### src/rtl/gpe_pkg.sv
package gpe_pkg;
  // Offset of a lane's byte from the window base, one bit wider than the
  // address so that an address below the base wraps to a large value.
  function automatic logic [16:0] lane_offset(input logic [15:0] addr,
                                              input int unsigned lane,
                                              input logic [15:0] base);
    lane_offset = {1'b0, addr} + 17'(lane) - {1'b0, base};
  endfunction
endpackage

### src/rtl/gpe_lane_decode.sv
module gpe_lane_decode #(
  parameter int unsigned ADDR_W    = 16,
  parameter int unsigned BUS_BYTES = 4,
  parameter int unsigned NUM_BYTES = 4,
  parameter logic [15:0] BASE      = 16'hAFE0,
  localparam int unsigned IDX_W    = $clog2(NUM_BYTES)
) (
  input  logic                 bus_sel,
  input  logic [ADDR_W-1:0]    bus_addr,
  input  logic [BUS_BYTES-1:0] bus_be,
  output logic [BUS_BYTES-1:0] lane_hit,
  output logic [IDX_W-1:0]     lane_idx [BUS_BYTES]
);
  for (genvar k = 0; k < BUS_BYTES; k++) begin : g_lane
    logic [16:0] off;
    assign off         = gpe_pkg::lane_offset(16'(bus_addr), k, BASE);
    assign lane_hit[k] = bus_sel && bus_be[k] && (off < 17'(NUM_BYTES));
    assign lane_idx[k] = off[IDX_W-1:0];
  end
endmodule

### src/rtl/gpe_status_bank.sv
module gpe_status_bank #(
  parameter int unsigned EVT_W = 16
) (
  input  logic             clk,
  input  logic             rst_n,
  input  logic [EVT_W-1:0] evt_in,
  input  logic [EVT_W-1:0] clr_mask,
  output logic [EVT_W-1:0] sts,
  output logic [EVT_W-1:0] rise
);
  logic [EVT_W-1:0] evt_q;
  logic [EVT_W-1:0] sts_nxt;
  logic             sts_ce;

  always_comb begin
    rise    = evt_in & ~evt_q;
    sts_ce  = (|rise) || (|clr_mask);
    sts_nxt = (sts & ~clr_mask) | rise;
  end

  always_ff @(posedge clk or negedge rst_n) begin
    if (!rst_n) begin
      evt_q <= '0;
      sts   <= '0;
    end else begin
      evt_q <= evt_in;
      if (sts_ce) sts <= sts_nxt;
    end
  end


  w1c_clears_chk: assert property (@(posedge clk) disable iff (!rst_n)
    (|(clr_mask & ~rise)) |=> ((sts & $past(clr_mask & ~rise)) == '0));

  set_wins_chk: assert property (@(posedge clk) disable iff (!rst_n)
    (|rise) |=> ((sts & $past(rise)) == $past(rise)));

  no_spurious_set_chk: assert property (@(posedge clk) disable iff (!rst_n)
    1'b1 |=> ((sts & ~$past(sts) & ~$past(rise)) == '0));
endmodule

### src/rtl/gpe_enable_bank.sv
module gpe_enable_bank #(
  parameter int unsigned HALF_BYTES = 2,
  localparam int unsigned EVT_W     = 8 * HALF_BYTES
) (
  input  logic                  clk,
  input  logic                  rst_n,
  input  logic [HALF_BYTES-1:0] wr_stb,
  input  logic [7:0]            wr_byte [HALF_BYTES],
  output logic [EVT_W-1:0]      en
);
  logic [EVT_W-1:0] en_nxt;

  always_comb begin
    en_nxt = en;
    for (int j = 0; j < HALF_BYTES; j++)
      if (wr_stb[j]) en_nxt[8*j +: 8] = wr_byte[j];
  end

  always_ff @(posedge clk or negedge rst_n) begin
    if (!rst_n)       en <= '0;
    else if (|wr_stb) en <= en_nxt;
  end


  en_hold_chk: assert property (@(posedge clk) disable iff (!rst_n)
    !(|wr_stb) |=> $stable(en));
endmodule

### src/rtl/gpe_regblock.sv
module gpe_regblock #(
  parameter int unsigned ADDR_W     = 16,
  parameter int unsigned BUS_BYTES  = 4,
  parameter int unsigned HALF_BYTES = 2,
  parameter logic [15:0] BASE       = 16'hAFE0,
  localparam int unsigned NUM_BYTES = 2 * HALF_BYTES,
  localparam int unsigned EVT_W     = 8 * HALF_BYTES,
  localparam int unsigned DATA_W    = 8 * BUS_BYTES,
  localparam int unsigned IDX_W     = $clog2(NUM_BYTES)
) (
  input  logic                 clk,
  input  logic                 rst_n,
  input  logic                 bus_sel,
  input  logic                 bus_wr,
  input  logic [ADDR_W-1:0]    bus_addr,
  input  logic [BUS_BYTES-1:0] bus_be,
  input  logic [DATA_W-1:0]    bus_wdata,
  output logic [DATA_W-1:0]    bus_rdata,
  output logic                 bus_hit,
  input  logic [EVT_W-1:0]     evt_in,
  output logic                 sci_o
);
  logic [BUS_BYTES-1:0]  lane_hit;
  logic [IDX_W-1:0]      lane_idx [BUS_BYTES];
  logic [NUM_BYTES-1:0]  byte_stb;
  logic [7:0]            byte_wd  [NUM_BYTES];
  logic [7:0]            byte_rd  [NUM_BYTES];
  logic [EVT_W-1:0]      clr_mask;
  logic [EVT_W-1:0]      sts;
  logic [EVT_W-1:0]      en;
  logic [EVT_W-1:0]      rise;
  logic [HALF_BYTES-1:0] en_stb;
  logic [7:0]            en_wd    [HALF_BYTES];

  gpe_lane_decode #(
    .ADDR_W(ADDR_W), .BUS_BYTES(BUS_BYTES), .NUM_BYTES(NUM_BYTES), .BASE(BASE)
  ) u_dec (
    .bus_sel(bus_sel), .bus_addr(bus_addr), .bus_be(bus_be),
    .lane_hit(lane_hit), .lane_idx(lane_idx)
  );

  // Route each claimed write lane to its register byte.
  always_comb begin
    for (int j = 0; j < NUM_BYTES; j++) begin
      byte_stb[j] = 1'b0;
      byte_wd[j]  = '0;
      for (int k = 0; k < BUS_BYTES; k++)
        if (bus_wr && lane_hit[k] && lane_idx[k] == IDX_W'(j)) begin
          byte_stb[j] = 1'b1;
          byte_wd[j]  = bus_wdata[8*k +: 8];
        end
    end
  end

  for (genvar j = 0; j < HALF_BYTES; j++) begin : g_half
    assign clr_mask[8*j +: 8]    = byte_stb[j] ? byte_wd[j] : 8'h00;
    assign en_stb[j]             = byte_stb[HALF_BYTES + j];
    assign en_wd[j]              = byte_wd[HALF_BYTES + j];
    assign byte_rd[j]            = sts[8*j +: 8];
    assign byte_rd[HALF_BYTES+j] = en[8*j +: 8];
  end

  gpe_status_bank #(.EVT_W(EVT_W)) u_sts (
    .clk(clk), .rst_n(rst_n), .evt_in(evt_in), .clr_mask(clr_mask),
    .sts(sts), .rise(rise)
  );

  gpe_enable_bank #(.HALF_BYTES(HALF_BYTES)) u_en (
    .clk(clk), .rst_n(rst_n), .wr_stb(en_stb), .wr_byte(en_wd), .en(en)
  );

  for (genvar k = 0; k < BUS_BYTES; k++) begin : g_rd
    assign bus_rdata[8*k +: 8] = lane_hit[k] ? byte_rd[lane_idx[k]] : 8'h00;
  end

  assign bus_hit = |lane_hit;
  assign sci_o   = |(sts & en);


  unclaimed_zero_chk: assert property (@(posedge clk) disable iff (!rst_n)
    !bus_hit |-> (bus_rdata == '0));

  sci_cause_chk: assert property (@(posedge clk) disable iff (!rst_n)
    $rose(sci_o) |-> $past((|rise) || (|en_stb)));

  sci_drop_cause_chk: assert property (@(posedge clk) disable iff (!rst_n)
    $fell(sci_o) |-> $past((|clr_mask) || (|en_stb)));
endmodule

### config.mk
export PLATFORM = sky130hd
export DESIGN_NAME = gpe_regblock
export DESIGN_NICKNAME = d
export VERILOG_FILES = /design/src/rtl/gpe_pkg.sv /design/src/rtl/gpe_lane_decode.sv /design/src/rtl/gpe_status_bank.sv /design/src/rtl/gpe_enable_bank.sv /design/src/rtl/gpe_regblock.sv
export SDC_FILE = /design/constraint.sdc
export NUM_CORES = 1
export LEC_CHECK = 0
export ABC_CLOCK_PERIOD_IN_PS = 4050
export CELL_PAD_IN_SITES_DETAIL_PLACEMENT = 1
export CELL_PAD_IN_SITES_GLOBAL_PLACEMENT = 2
export CORE_UTILIZATION = 34
export CTS_BUF_LIST = sky130_fd_sc_hd__clkbuf_4 sky130_fd_sc_hd__clkbuf_8
export DETAILED_ROUTE_END_ITERATION = 16
export PLACE_DENSITY_LB_ADDON = 0.1
export SLEW_MARGIN = 15
export SYNTH_ARGS = -nofsm -noshare
export SYNTH_HDL_FRONTEND = slang
export SYNTH_HIERARCHICAL = 1
export SYNTH_SLANG_ARGS = --single-unit
### constraint.sdc
create_clock -name clk -period 4.05 [get_ports clk]
set_input_delay 0.81 -clock clk [delete_from_list [all_inputs] [get_ports clk]]
set_output_delay 0.81 -clock clk [all_outputs]
set_load 0.01 [all_outputs]
Word level (Yosys, flattened, before mapping)
Index checks and enable logic that the tools add are counted.

Bits in registers: 48. Output and inout bits: 34. Word-level logic and storage cells: 131.

$add $sub $neg: 7. Magnitude comparators: 8. Equality and inequality tests: 12. Muxes and demuxes: 50. Bitwise logic cells: 10. Reduce and logical (&&, ||, !) cells: 40.

Operator list (count): two-way mux 8 bit (30); < comparator 17 x 3 -> 1 bit (second input constant) (4); binary-select mux 8 bit (select 2 bit) (4); subtractor 17 x 16 -> 17 bit (second input constant) (3); AND 16 bit (3); OR reduction 16 bit (3); adder 16 x 2 -> 17 bit (second input constant) (2); inverter 16 bit (2); logical AND 1 bit (28); adder 16 x 1 -> 17 bit (second input constant) (1); subtractor 16 x 16 -> 17 bit (second input constant) (1); == test 2 bit (second input constant) (8); two-way mux 1 bit (16); OR 16 bit (1); greater-or-equal comparator 3 bit (second input constant) (4); inverter 2 -> 3 bit (4); == test 2 x 1 -> 1 bit (second input constant) (4); logical NOT 2 bit (4); AND reduction 2 bit (2); OR reduction 4 bit (1); OR reduction 2 bit (1); logical OR 1 bit (1).

Logic depth before layout (Yosys ltp)
Gate-level depths: netlist (run 1).

Word-level depth: 13. Mapped depth: 15. Mapped depth without buffers: 13.

Hierarchy
The synthesis (run 1) kept the hierarchy.

By module, submodules not included: gpe_regblock (times used 1, cells each 238, area an instance 2174.6 um^2); gpe_status_bank (times used 1, cells each 80, area an instance 1201.2 um^2); gpe_lane_decode (times used 1, cells each 144, area an instance 1026.0 um^2); gpe_enable_bank (times used 1, cells each 34, area an instance 663.1 um^2).

Worst setup path after synthesis (run 1)
OpenSTA, ideal clock, no wires.

Path type: in2reg. Start: input port bus_addr[1]. End: register u_en.en[0]. Setup time: 125 ps. Arrival: 3492 ps. Path slack: 433 ps. Cell stages on the path: 13. Cells stage by stage: ha_1 -> buf_2 -> a21oi_1 -> mux2i_1 -> o311a_1 -> o2111ai_1 -> nor4_2 -> clkbuf_1 -> nand4b_2 -> o21ai_2 -> or3_1 -> buf_6 -> mux2_4.

RTL lines: start, declared (RTL line gpe_regblock.sv:15) `input logic [ADDR_W-1:0] bus_addr,`; adder 16 x 2 -> 17 bit (*) (RTL line gpe_pkg.sv:7) `lane_offset = {1'b0, addr} + 17'(lane) - {1'b0, base};`; subtractor 17 x 16 -> 17 bit (*) (RTL line gpe_pkg.sv:7); < comparator 17 x 3 -> 1 bit (*) (RTL line gpe_lane_decode.sv:17) `assign lane_hit[k] = bus_sel && bus_be[k] && (off < 17'(NUM_BYTES));`; logical AND 1 bit (*) (RTL line gpe_lane_decode.sv:17); via lane_hit[3] (RTL line gpe_regblock.sv:23) `logic [BUS_BYTES-1:0] lane_hit;`; logical AND 1 bit (*) (2 in a row) (RTL line gpe_regblock.sv:48) `if (bus_wr && lane_hit[k] && lane_idx[k] == IDX_W'(j)) begin`; two-way mux 1 bit (*) (RTL line gpe_regblock.sv:48); via byte_stb[2] (RTL line gpe_regblock.sv:25) `logic [NUM_BYTES-1:0] byte_stb;`; OR reduction 2 bit (RTL line gpe_enable_bank.sv:21) `else if (|wr_stb) en <= en_nxt;`; AND reduction 2 bit (no source line) (*); end signal, assigned (RTL line gpe_enable_bank.sv:21); end, declared (RTL line gpe_enable_bank.sv:9) `output logic [EVT_W-1:0] en`.

Mark *: on every way through the listed nets, which the timed path passes. The rest lies on a longest branch. A chain may end at the register's enable or synchronous reset.

Final worst setup path (run 1)
Start: input port bus_addr[4]. End: output port bus_hit.

Word-level cells in the longest chain between the ends: 5.

RTL lines: adder 16 x 1 -> 17 bit (RTL line gpe_pkg.sv:7); subtractor 17 x 16 -> 17 bit (RTL line gpe_pkg.sv:7); < comparator 17 x 3 -> 1 bit (RTL line gpe_lane_decode.sv:17); logical AND 1 bit (RTL line gpe_lane_decode.sv:17); via lane_hit[1] (RTL line gpe_regblock.sv:23); OR reduction 4 bit (RTL line gpe_regblock.sv:76) `assign bus_hit = |lane_hit;`; end, declared (RTL line gpe_regblock.sv:19) `output logic bus_hit,`.

The timed path passes the listed nets, and every way through them passes these cells.

==> qor.txt, run 1 <==
FLOORPLAN
------------------------------------------------------------------------------------
Total Die Area ........................................................ 0.01539 mm^2
Chip Width ............................................................     124.1 um
Number of I/O pins ....................................................          106
Standard-cell row count ...............................................           44
Total core area ....................................................... 0.01453 mm^2
Initial core utilization ..............................................       34.85%
Die Span Y ............................................................     124.1 um

SYNTHESIS
------------------------------------------------------------------------------------
Most repeated cell in the gate-level netlist after synthesis .......... sky130_fd_sc_hd__dfrtp_1
Number of synthesized flops with an enable pin ........................            0
Largest area contributor in the synthesized netlist ................... sky130_fd_sc_hd__dfrtp_1
Syn_nets ..............................................................          572
Sequential-to-total area share from yosys stat ........................       23.72%
Fraction of synthesized cell area taken by the top area cell type .....       23.72%
Most numerous cell types in the synthesized netlist ................... 48 x sky130_fd_sc_hd__dfrtp_1, 35 x sky130_fd_sc_hd__nor2_1, 32 x sky130_fd_sc_hd__and2_1, 32 x sky130_fd_sc_hd__nand2_1, 29 x sky130_fd_sc_hd__a221oi_1
Share of flip-flops with an asynchronous set or reset after synthesis .       100.0%
Post-synthesis register bit count .....................................           48
Count of mapped cells out of synthesis ................................          496
Average cell area after synthesis .....................................   10.21 um^2
Cell types occupying the most area after synthesis .................... sky130_fd_sc_hd__dfrtp_1 24%, sky130_fd_sc_hd__mux4_2 11%, sky130_fd_sc_hd__a221oi_1 5.0%
Post-synthesis cell area .............................................. 0.005065 mm^2
Most used flip-flop cell after synthesis .............................. sky130_fd_sc_hd__dfrtp_1
Post-synthesis cell type count ........................................           76
Number of warnings reported in the yosys synthesis log ................            6

TIMING
------------------------------------------------------------------------------------
Setup repair after global routing missed its margin ...................          yes
Number of endpoints failing setup at the final stage ..................            0
Final worst path period need ..........................................      3996 ps
Final-report hold violation count .....................................            0
Fin crit share ........................................................       98.66%
Final max-slew violation count ........................................            0
Maximum frequency from static timing analysis .........................    250.3 MHz
Worst clock skew ......................................................     5.221 ps
Slew @ Worst Pin ......................................................     620.0 ps
Worst-case headroom to the max-slew limit .............................       58.67%
Setup tns final .......................................................         0 ps

SETUP PATH
------------------------------------------------------------------------------------
Critical path, cell by cell ........................................... clkdlybuf4s50_1 -> buf_6 -> a41oi_1 -> buf_4 -> nor2_2 -> mux2i_1 -> a21oi_2 -> a2111oi_4 -> buf_4 -> buf_4 -> or4_1 -> buf_2
R2r endpoint ..........................................................   u_en/en[3]
Data arrival time of the critical path ................................      3190 ps
Flop-to-flop setup slack ..............................................      3180 ps
Crit path max-delay family ............................................ buffers and inverters
Sum of buffers and inverters on the critical path .....................            6
Biggest fanout along the worst timing path ............................            9
Kind of end point of the critical path ................................   output pin
Startpoint of the most critical register-to-register path .............   u_en/en[3]
CP max-delay cell ..................................................... sky130_fd_sc_hd__or4_1
Worst Setup Path Type ................................................. input pin to output pin
Required time of the critical path ....................................      3240 ps
Largest incremental delay on the critical path ........................       510 ps
CP startpoint kind ....................................................    input pin
Worst-case reg-to-reg path depth ......................................            1
Critical Path Most Common Cell ........................................ sky130_fd_sc_hd__buf_4

ROUTING
------------------------------------------------------------------------------------
Final WL ..............................................................     19790 um
Count of vias placed by the detailed router ...........................         5095
Vias per std cell .....................................................        5.890
Number of design rule violations left after detail routing ............            0
Number of detailed-routing iterations run before antenna repair .......            5
Initial detailed-routing violation count ..............................          314
Average wire per standard cell ........................................     22.87 um
Post-detailed-route count of antenna-violating nets ...................            0

GRT
------------------------------------------------------------------------------------
First-pass GRT wire length ............................................     29710 um
Vias in the first global route ........................................         5066
Total Routing Usage GR ................................................       26.23%
Antenna violations before repair ......................................            0
Maximum number of pins on one net before global-route repair ..........           49
Residual overflow from global routing .................................            0

CLOCKING
------------------------------------------------------------------------------------
Clock latency on the worst-skew pair ..................................       310 ps
TritonCTS Buffers .....................................................            5
Quantity of hold-fixing buffers added after cts .......................            0
Library cell used as clock root buffer ................................ sky130_fd_sc_hd__clkbuf_8
Num Clock Sinks .......................................................           48
TritonCTS clock tree ..................................................          yes
Clock transition at the registers of the reported paths ...............        80 ps
H-tree levels .........................................................            2
Buffer levels on the longest clock path ...............................            2

JOB
------------------------------------------------------------------------------------
Max cap viols .........................................................            0

PLACED DESIGN
------------------------------------------------------------------------------------
Count of buffers inserted at the top-level ports ......................          105
Hpwl dp ...............................................................     14890 um
Routability congestion estimate .......................................       0.8900

PWR
------------------------------------------------------------------------------------
Static Leak ...........................................................  0.003036 uW
Pwr Density ........................................................... 154.1 mW/mm^2
Maximum VDD drop ......................................................  0.0001361 V
Total power ...........................................................      1128 uW

FINISH
------------------------------------------------------------------------------------
Fill count ............................................................         1645
Syn-to-layout area delta ..............................................       44.57%
Share of the core filled with cells in the final layout ...............       50.38%
N_diodes ..............................................................            0
Fraction of final layout cells sized beyond drive strength 1 ..........       38.03%
Net count, final ......................................................          757

STATUS
------------------------------------------------------------------------------------
Run status ............................................................ complete, no violations

WORST HOLD PATH
------------------------------------------------------------------------------------
Hold WC Path Type ..................................................... input pin to asynchronous set/reset pin

==> kinds of logic (layout without fill, tap and decap cells) <==
logic type | Yosys count | count (layout) | share of synthesized area [%]
flip-flops | 48 | 48 | 23.72
buffers and inverters | 66 | 251 | 7.707
AND/OR/NAND/NOR | 189 | 189 | 24.90
multiplexers | 53 | 53 | 20.55
XOR/XNOR | 9 | 9 | 1.556
AO/OA/AOI/OAI | 127 | 127 | 20.58
adder cells (fa/ha/maj) | 4 | 4 | 0.9882
==> state kept, by name (all words and copies together), names as in the netlist <==
signal       count
u_sts/sts       16
u_en/en         16
u_sts/evt_q     16
==> metrics by stage <==
stage / std cells / hold WS, ps / cell area [um^2] / setup slack (ps)
final: 865 / 500.8 / 7322 / 54.43
after global routing: 865 / 553.6 / 7322 / -43.43
after CTS: 859 / 574.8 / 7093 / -69.66
after detailed placement: 838 / 556.7 / 6800 / -765.2
after global placement: 838 / 539.5 / 6800 / -679.6
after floorplan: 496 / 513.6 / 5065 / 433.2
==> cells in the final DEF, fill, tap and decap left out, types with 5 or more instances in the layout <==
cell	instances
sky130_fd_sc_hd__nand3_1	11
sky130_fd_sc_hd__nor2b_4	16
sky130_fd_sc_hd__a221oi_1	21
sky130_fd_sc_hd__dlygate4sd2_1	29
sky130_fd_sc_hd__mux2i_1	5
sky130_fd_sc_hd__clkdlybuf4s15_1	5
sky130_fd_sc_hd__mux4_2	24
sky130_fd_sc_hd__a21o_1	17
sky130_fd_sc_hd__buf_4	107
sky130_fd_sc_hd__clkbuf_8	6
sky130_fd_sc_hd__buf_6	6
sky130_fd_sc_hd__mux2_4	16
sky130_fd_sc_hd__and2_1	32
sky130_fd_sc_hd__xnor2_1	6
sky130_fd_sc_hd__o22ai_1	9
sky130_fd_sc_hd__mux4_1	8
sky130_fd_sc_hd__nand3b_1	5
sky130_fd_sc_hd__o31ai_2	9
sky130_fd_sc_hd__clkdlybuf4s50_1	60
sky130_fd_sc_hd__o31ai_1	5
sky130_fd_sc_hd__a221o_1	8
sky130_fd_sc_hd__nor2_1	32
sky130_fd_sc_hd__a31oi_1	6
sky130_fd_sc_hd__dfrtp_1	48
sky130_fd_sc_hd__nand2_1	32
sky130_fd_sc_hd__o221a_2	8
sky130_fd_sc_hd__nor3_1	5
sky130_fd_sc_hd__nand4_1	6
sky130_fd_sc_hd__clkbuf_2	5
sky130_fd_sc_hd__a221oi_2	5
sky130_fd_sc_hd__inv_1	22
==> area by class of cell <==
type | count | area, um^2 | share of cell area, %
Timing Repair Buffer | 222 | 1926 | 26.30
Clock buffer | 6 | 82.58 | 1.128
Inverter | 22 | 82.58 | 1.128
Multi-Input combinational cell | 382 | 3791 | 51.78
Clock inverter | 1 | 8.758 | 0.1196
Sequential cell | 48 | 1201 | 16.40
Tap cell | 184 | 230.2 | 3.144
==> worst max-delay path by stage <==
stage	to	startpoint	slack, ps	cells after the start
floorplan	u_en/en[0]	bus_addr[1]	430	13
global placement	u_sts/sts[13]	bus_addr[1]	-680	15
detailed placement	u_sts/sts[6]	bus_addr[1]	-770	15
CTS	bus_rdata[20]	bus_addr[4]	-70	11
global route	bus_hit	bus_addr[4]	-40	12
finish	bus_hit	bus_addr[4]	50	12
==> report_power, final <==
| group | switching, uW | total [uW] | internal, uW |
|---|---|---|---|
| logic | 160 | 331 | 171 |
| clock network | 166 | 303 | 136 |
| registers | 7.28 | 494 | 487 |
| total | 334 | 1130 | 794 |
==> per-layer routing <==
layer	wire (um)	up-vias	global-route usage (%)
met1	9546	2564	38.87
met5	0	-	0
met4	282	0	6.250
li1	-	2302	-
met3	1143	21	3.022
met2	8814	208	40.40
==> timing repair <==
item	CTS	global route
gates resized for setup	83	52
endpoints found under the setup margin	63	32
pin swaps	3	6
cloned	3	1
setup buffers	11	5
No activity file was read; power rests on OpenSTA's default activity.
==> run 2, diff against run 1 <==
--- a/config.mk
+++ b/config.mk
@@ -10,9 +10,9 @@
 export CELL_PAD_IN_SITES_GLOBAL_PLACEMENT = 2
 export CORE_UTILIZATION = 34
 export CTS_BUF_LIST = sky130_fd_sc_hd__clkbuf_4 sky130_fd_sc_hd__clkbuf_8
+export CTS_CLUSTER_SIZE = 40
 export DETAILED_ROUTE_END_ITERATION = 16
 export PLACE_DENSITY_LB_ADDON = 0.1
-export SLEW_MARGIN = 15
 export SYNTH_ARGS = -nofsm -noshare
 export SYNTH_HDL_FRONTEND = slang
 export SYNTH_HIERARCHICAL = 1
==> run 2 against run 1 <==
  * Combinational power barely moved
  * Via count is essentially flat
  * Die area unchanged
  * Utilization hardly changed
  * Clock power barely moved
  * Clock-buffer cell count unchanged
  * Final area hardly changed
  * Worst setup slack improved by 1.3 ps
  * Critical path type unchanged
  * Highest routed layer unchanged
==> qor.txt, run 2 (synthesized netlist as in run 1, its figures left out) <==
TIMING
------------------------------------------------------------------------------
Slew @ Worst Pin ................................................      1085 ps   +464.6 ps
Setup repair after global routing missed its margin .............          yes
Worst hold margin ...............................................     576.2 ps   +75.46 ps
Number of endpoints failing setup at the final stage ............            0   unchanged
Final-report hold violation count ...............................            0   unchanged
Final max-slew violation count ..................................            0   unchanged
Maximum frequency from static timing analysis ...................    250.4 MHz   about the same
Fin crit share ..................................................       98.62%   about the same
Worst clock skew ................................................     4.985 ps   -0.2360 ps
Worst-case headroom to the max-slew limit .......................       27.70%   -31 points
Final worst path period need ....................................      3994 ps   -1.307 ps

SETUP PATH
------------------------------------------------------------------------------
Data arrival time of the critical path ..........................      3180 ps   about the same
Worst Setup Path Type ........................................... input pin to output pin
Required time of the critical path ..............................      3240 ps   about the same
CP startpoint kind ..............................................    input pin
Biggest fanout along the worst timing path ......................            9   unchanged
Kind of end point of the critical path ..........................   output pin

CLOCKING
------------------------------------------------------------------------------
TritonCTS Buffers ...............................................            5   unchanged
TritonCTS clock tree ............................................          yes
Library cell used as clock root buffer .......................... sky130_fd_sc_hd__clkbuf_8
Num Clock Sinks .................................................           48   unchanged
Clock latency on the worst-skew pair ............................       310 ps   about the same
H-tree levels ...................................................            2   unchanged
Clock transition at the registers of the reported paths .........        80 ps   about the same
Quantity of hold-fixing buffers added after cts .................            0   unchanged
Buffer levels on the longest clock path .........................            2   unchanged

JOB
------------------------------------------------------------------------------
Max cap viols ...................................................            0   unchanged

PWR
------------------------------------------------------------------------------
Static Leak .....................................................  0.003035 uW   about the same
Maximum VDD drop ................................................  0.0001361 V   about the same
Pwr Density ..................................................... 154.1 mW/mm^2   about the same

ROUTING
------------------------------------------------------------------------------
Final WL ........................................................     19790 um   about the same
Number of detailed-routing iterations run before antenna repair .            5   unchanged
Count of vias placed by the detailed router .....................         5100   +0.098%
Initial detailed-routing violation count ........................          314   unchanged
Number of design rule violations left after detail routing ......            0   unchanged
Post-detailed-route count of antenna-violating nets .............            0   unchanged
Vias per std cell ...............................................        5.896   about the same
Average wire per standard cell ..................................     22.88 um   about the same

PLACED DESIGN
------------------------------------------------------------------------------
Count of buffers inserted at the top-level ports ................          105   unchanged
Hpwl dp .........................................................     14890 um   unchanged
Routability congestion estimate .................................       0.8900   unchanged
Placed inst area ................................................ 0.006800 mm^2   unchanged

FLOORPLAN
------------------------------------------------------------------------------
Initial core utilization ........................................       34.85%   unchanged
Number of I/O pins ..............................................          106   unchanged
Chip Width ......................................................     124.1 um   unchanged
Total Die Area .................................................. 0.01539 mm^2   unchanged
Standard-cell row count .........................................           44   unchanged
Total core area ................................................. 0.01453 mm^2   unchanged
Die Span Y ......................................................     124.1 um   unchanged

GRT
------------------------------------------------------------------------------
Maximum number of pins on one net before global-route repair ....           49   unchanged
Residual overflow from global routing ...........................            0   unchanged
Vias in the first global route ..................................         5066   unchanged
First-pass GRT wire length ......................................     29710 um   unchanged
Total Routing Usage GR ..........................................       26.23%   unchanged
Antenna violations before repair ................................            0   unchanged

FINISH
------------------------------------------------------------------------------
Final design area excluding fillers ............................. 0.007320 mm^2   about the same
N_diodes ........................................................            0   unchanged
Fraction of final layout cells sized beyond drive strength 1 ....       38.03%   unchanged
Leading cell types in the layout, fill and taps excluded ........ 106 x sky130_fd_sc_hd__buf_4, 60 x sky130_fd_sc_hd__clkdlybuf4s50_1, 48 x sky130_fd_sc_hd__dfrtp_1
Most common library cell in the layout ignoring fill and taps ... sky130_fd_sc_hd__buf_4
Largest regs .................................................... u_en/en x16, u_sts/evt_q x16, u_sts/sts x16
Syn-to-layout area delta ........................................       44.52%   about the same
Net count, final ................................................          757   unchanged

WORST HOLD PATH
------------------------------------------------------------------------------
Hold WC Path Type ............................................... register to register

STATUS
------------------------------------------------------------------------------
Run status ...................................................... complete, no violations

run 2: cell types whose count changed in the layout (fill, tap and decap cells not counted):
cell and delta:
sky130_fd_sc_hd__buf_4 -1, sky130_fd_sc_hd__buf_2 +1
run 2: stage by stage:
step / util [%] / total power (uW) / instances / setup TNS (ps) / setup WS (ps)
5_1_grt: 50.36 / 1174 / 865 / -66.28 / -43.43
2_1_floorplan: - / 649.7 / 496 / 0 / 433.2
4_1_cts: 48.80 / 1128 / 859 / -69.66 / -69.66
3_3_place_gp: 46.79 / 807.6 / 838 / -25790 / -679.6
6_report: 50.36 / 1128 / 865 / 0 / 55.73
3_5_place_dp: 46.79 / 813.0 / 838 / -30130 / -765.2
run 2: timing repair:
item,CTS,global route
cloned,3,1
resized for setup,83,52
setup buffers,11,5
endpoints found under the setup margin,63,32
pin swaps,3,6
run 2: final cells by class:
type	instances	area, um^2
multi-input cells	382	3791
well taps	184	230.2
clock buffers	6	82.58
flip-flops and latches	48	1201
fillers	1646	7214
clock inverters	1	8.758
inverters	22	82.58
repair buffers	222	1923
run 2: layer usage:
layer  global-route usage, %  vias up  wire length (um)
li1                        -     2304                 -
met1                   38.87     2568              9453
met2                   40.40      211              8859
met3                   3.022       17              1195
met4                   6.250        0               281
met5                       0        -                 0
run 2: report_power, final:
part	internal [uW]	switching (uW)
clock	136	167
combinational	171	160
sequential	487	7.27
total	794	334
run 2: path summary, 6_finish.rpt:
path,from,to,slack [ps],depth (start not counted)
hold / removal,u_sts/sts[14],u_sts/sts[14],580,1
min in group asynchronous,rst_n,u_sts/evt_q[3],690,1
hold reg to reg,u_sts/sts[14],u_sts/sts[14],580,1
setup reg to reg,u_en/en[3],u_en/en[3],3180,1
setup / recovery,bus_addr[4],bus_hit,60,12
max in group asynchronous,rst_n,u_en/en[15],2690,1
run 2: worst max-delay path, cell delays in order:
cell and delay, ps:
sky130_fd_sc_hd__clkdlybuf4s50_1 480, sky130_fd_sc_hd__buf_6 140, sky130_fd_sc_hd__a41oi_1 100, sky130_fd_sc_hd__buf_4 190, sky130_fd_sc_hd__nor2_2 120, sky130_fd_sc_hd__mux2i_1 90
sky130_fd_sc_hd__a21oi_2 210, sky130_fd_sc_hd__a2111oi_4 60, sky130_fd_sc_hd__buf_4 160, sky130_fd_sc_hd__buf_4 160, sky130_fd_sc_hd__or4_1 510, sky130_fd_sc_hd__buf_2 150
==> run 3, diff against run 2 <==
--- a/config.mk
+++ b/config.mk
@@ -10,7 +10,8 @@
 export CELL_PAD_IN_SITES_GLOBAL_PLACEMENT = 2
 export CORE_UTILIZATION = 34
 export CTS_BUF_LIST = sky130_fd_sc_hd__clkbuf_4 sky130_fd_sc_hd__clkbuf_8
-export CTS_CLUSTER_SIZE = 40
+export CTS_CLUSTER_DIAMETER = 120
+export CTS_CLUSTER_SIZE = 30
 export DETAILED_ROUTE_END_ITERATION = 16
 export PLACE_DENSITY_LB_ADDON = 0.1
 export SYNTH_ARGS = -nofsm -noshare
==> results of run 3 <==
Same layout as run 2: the final DEF is identical, and so are final timing and power.
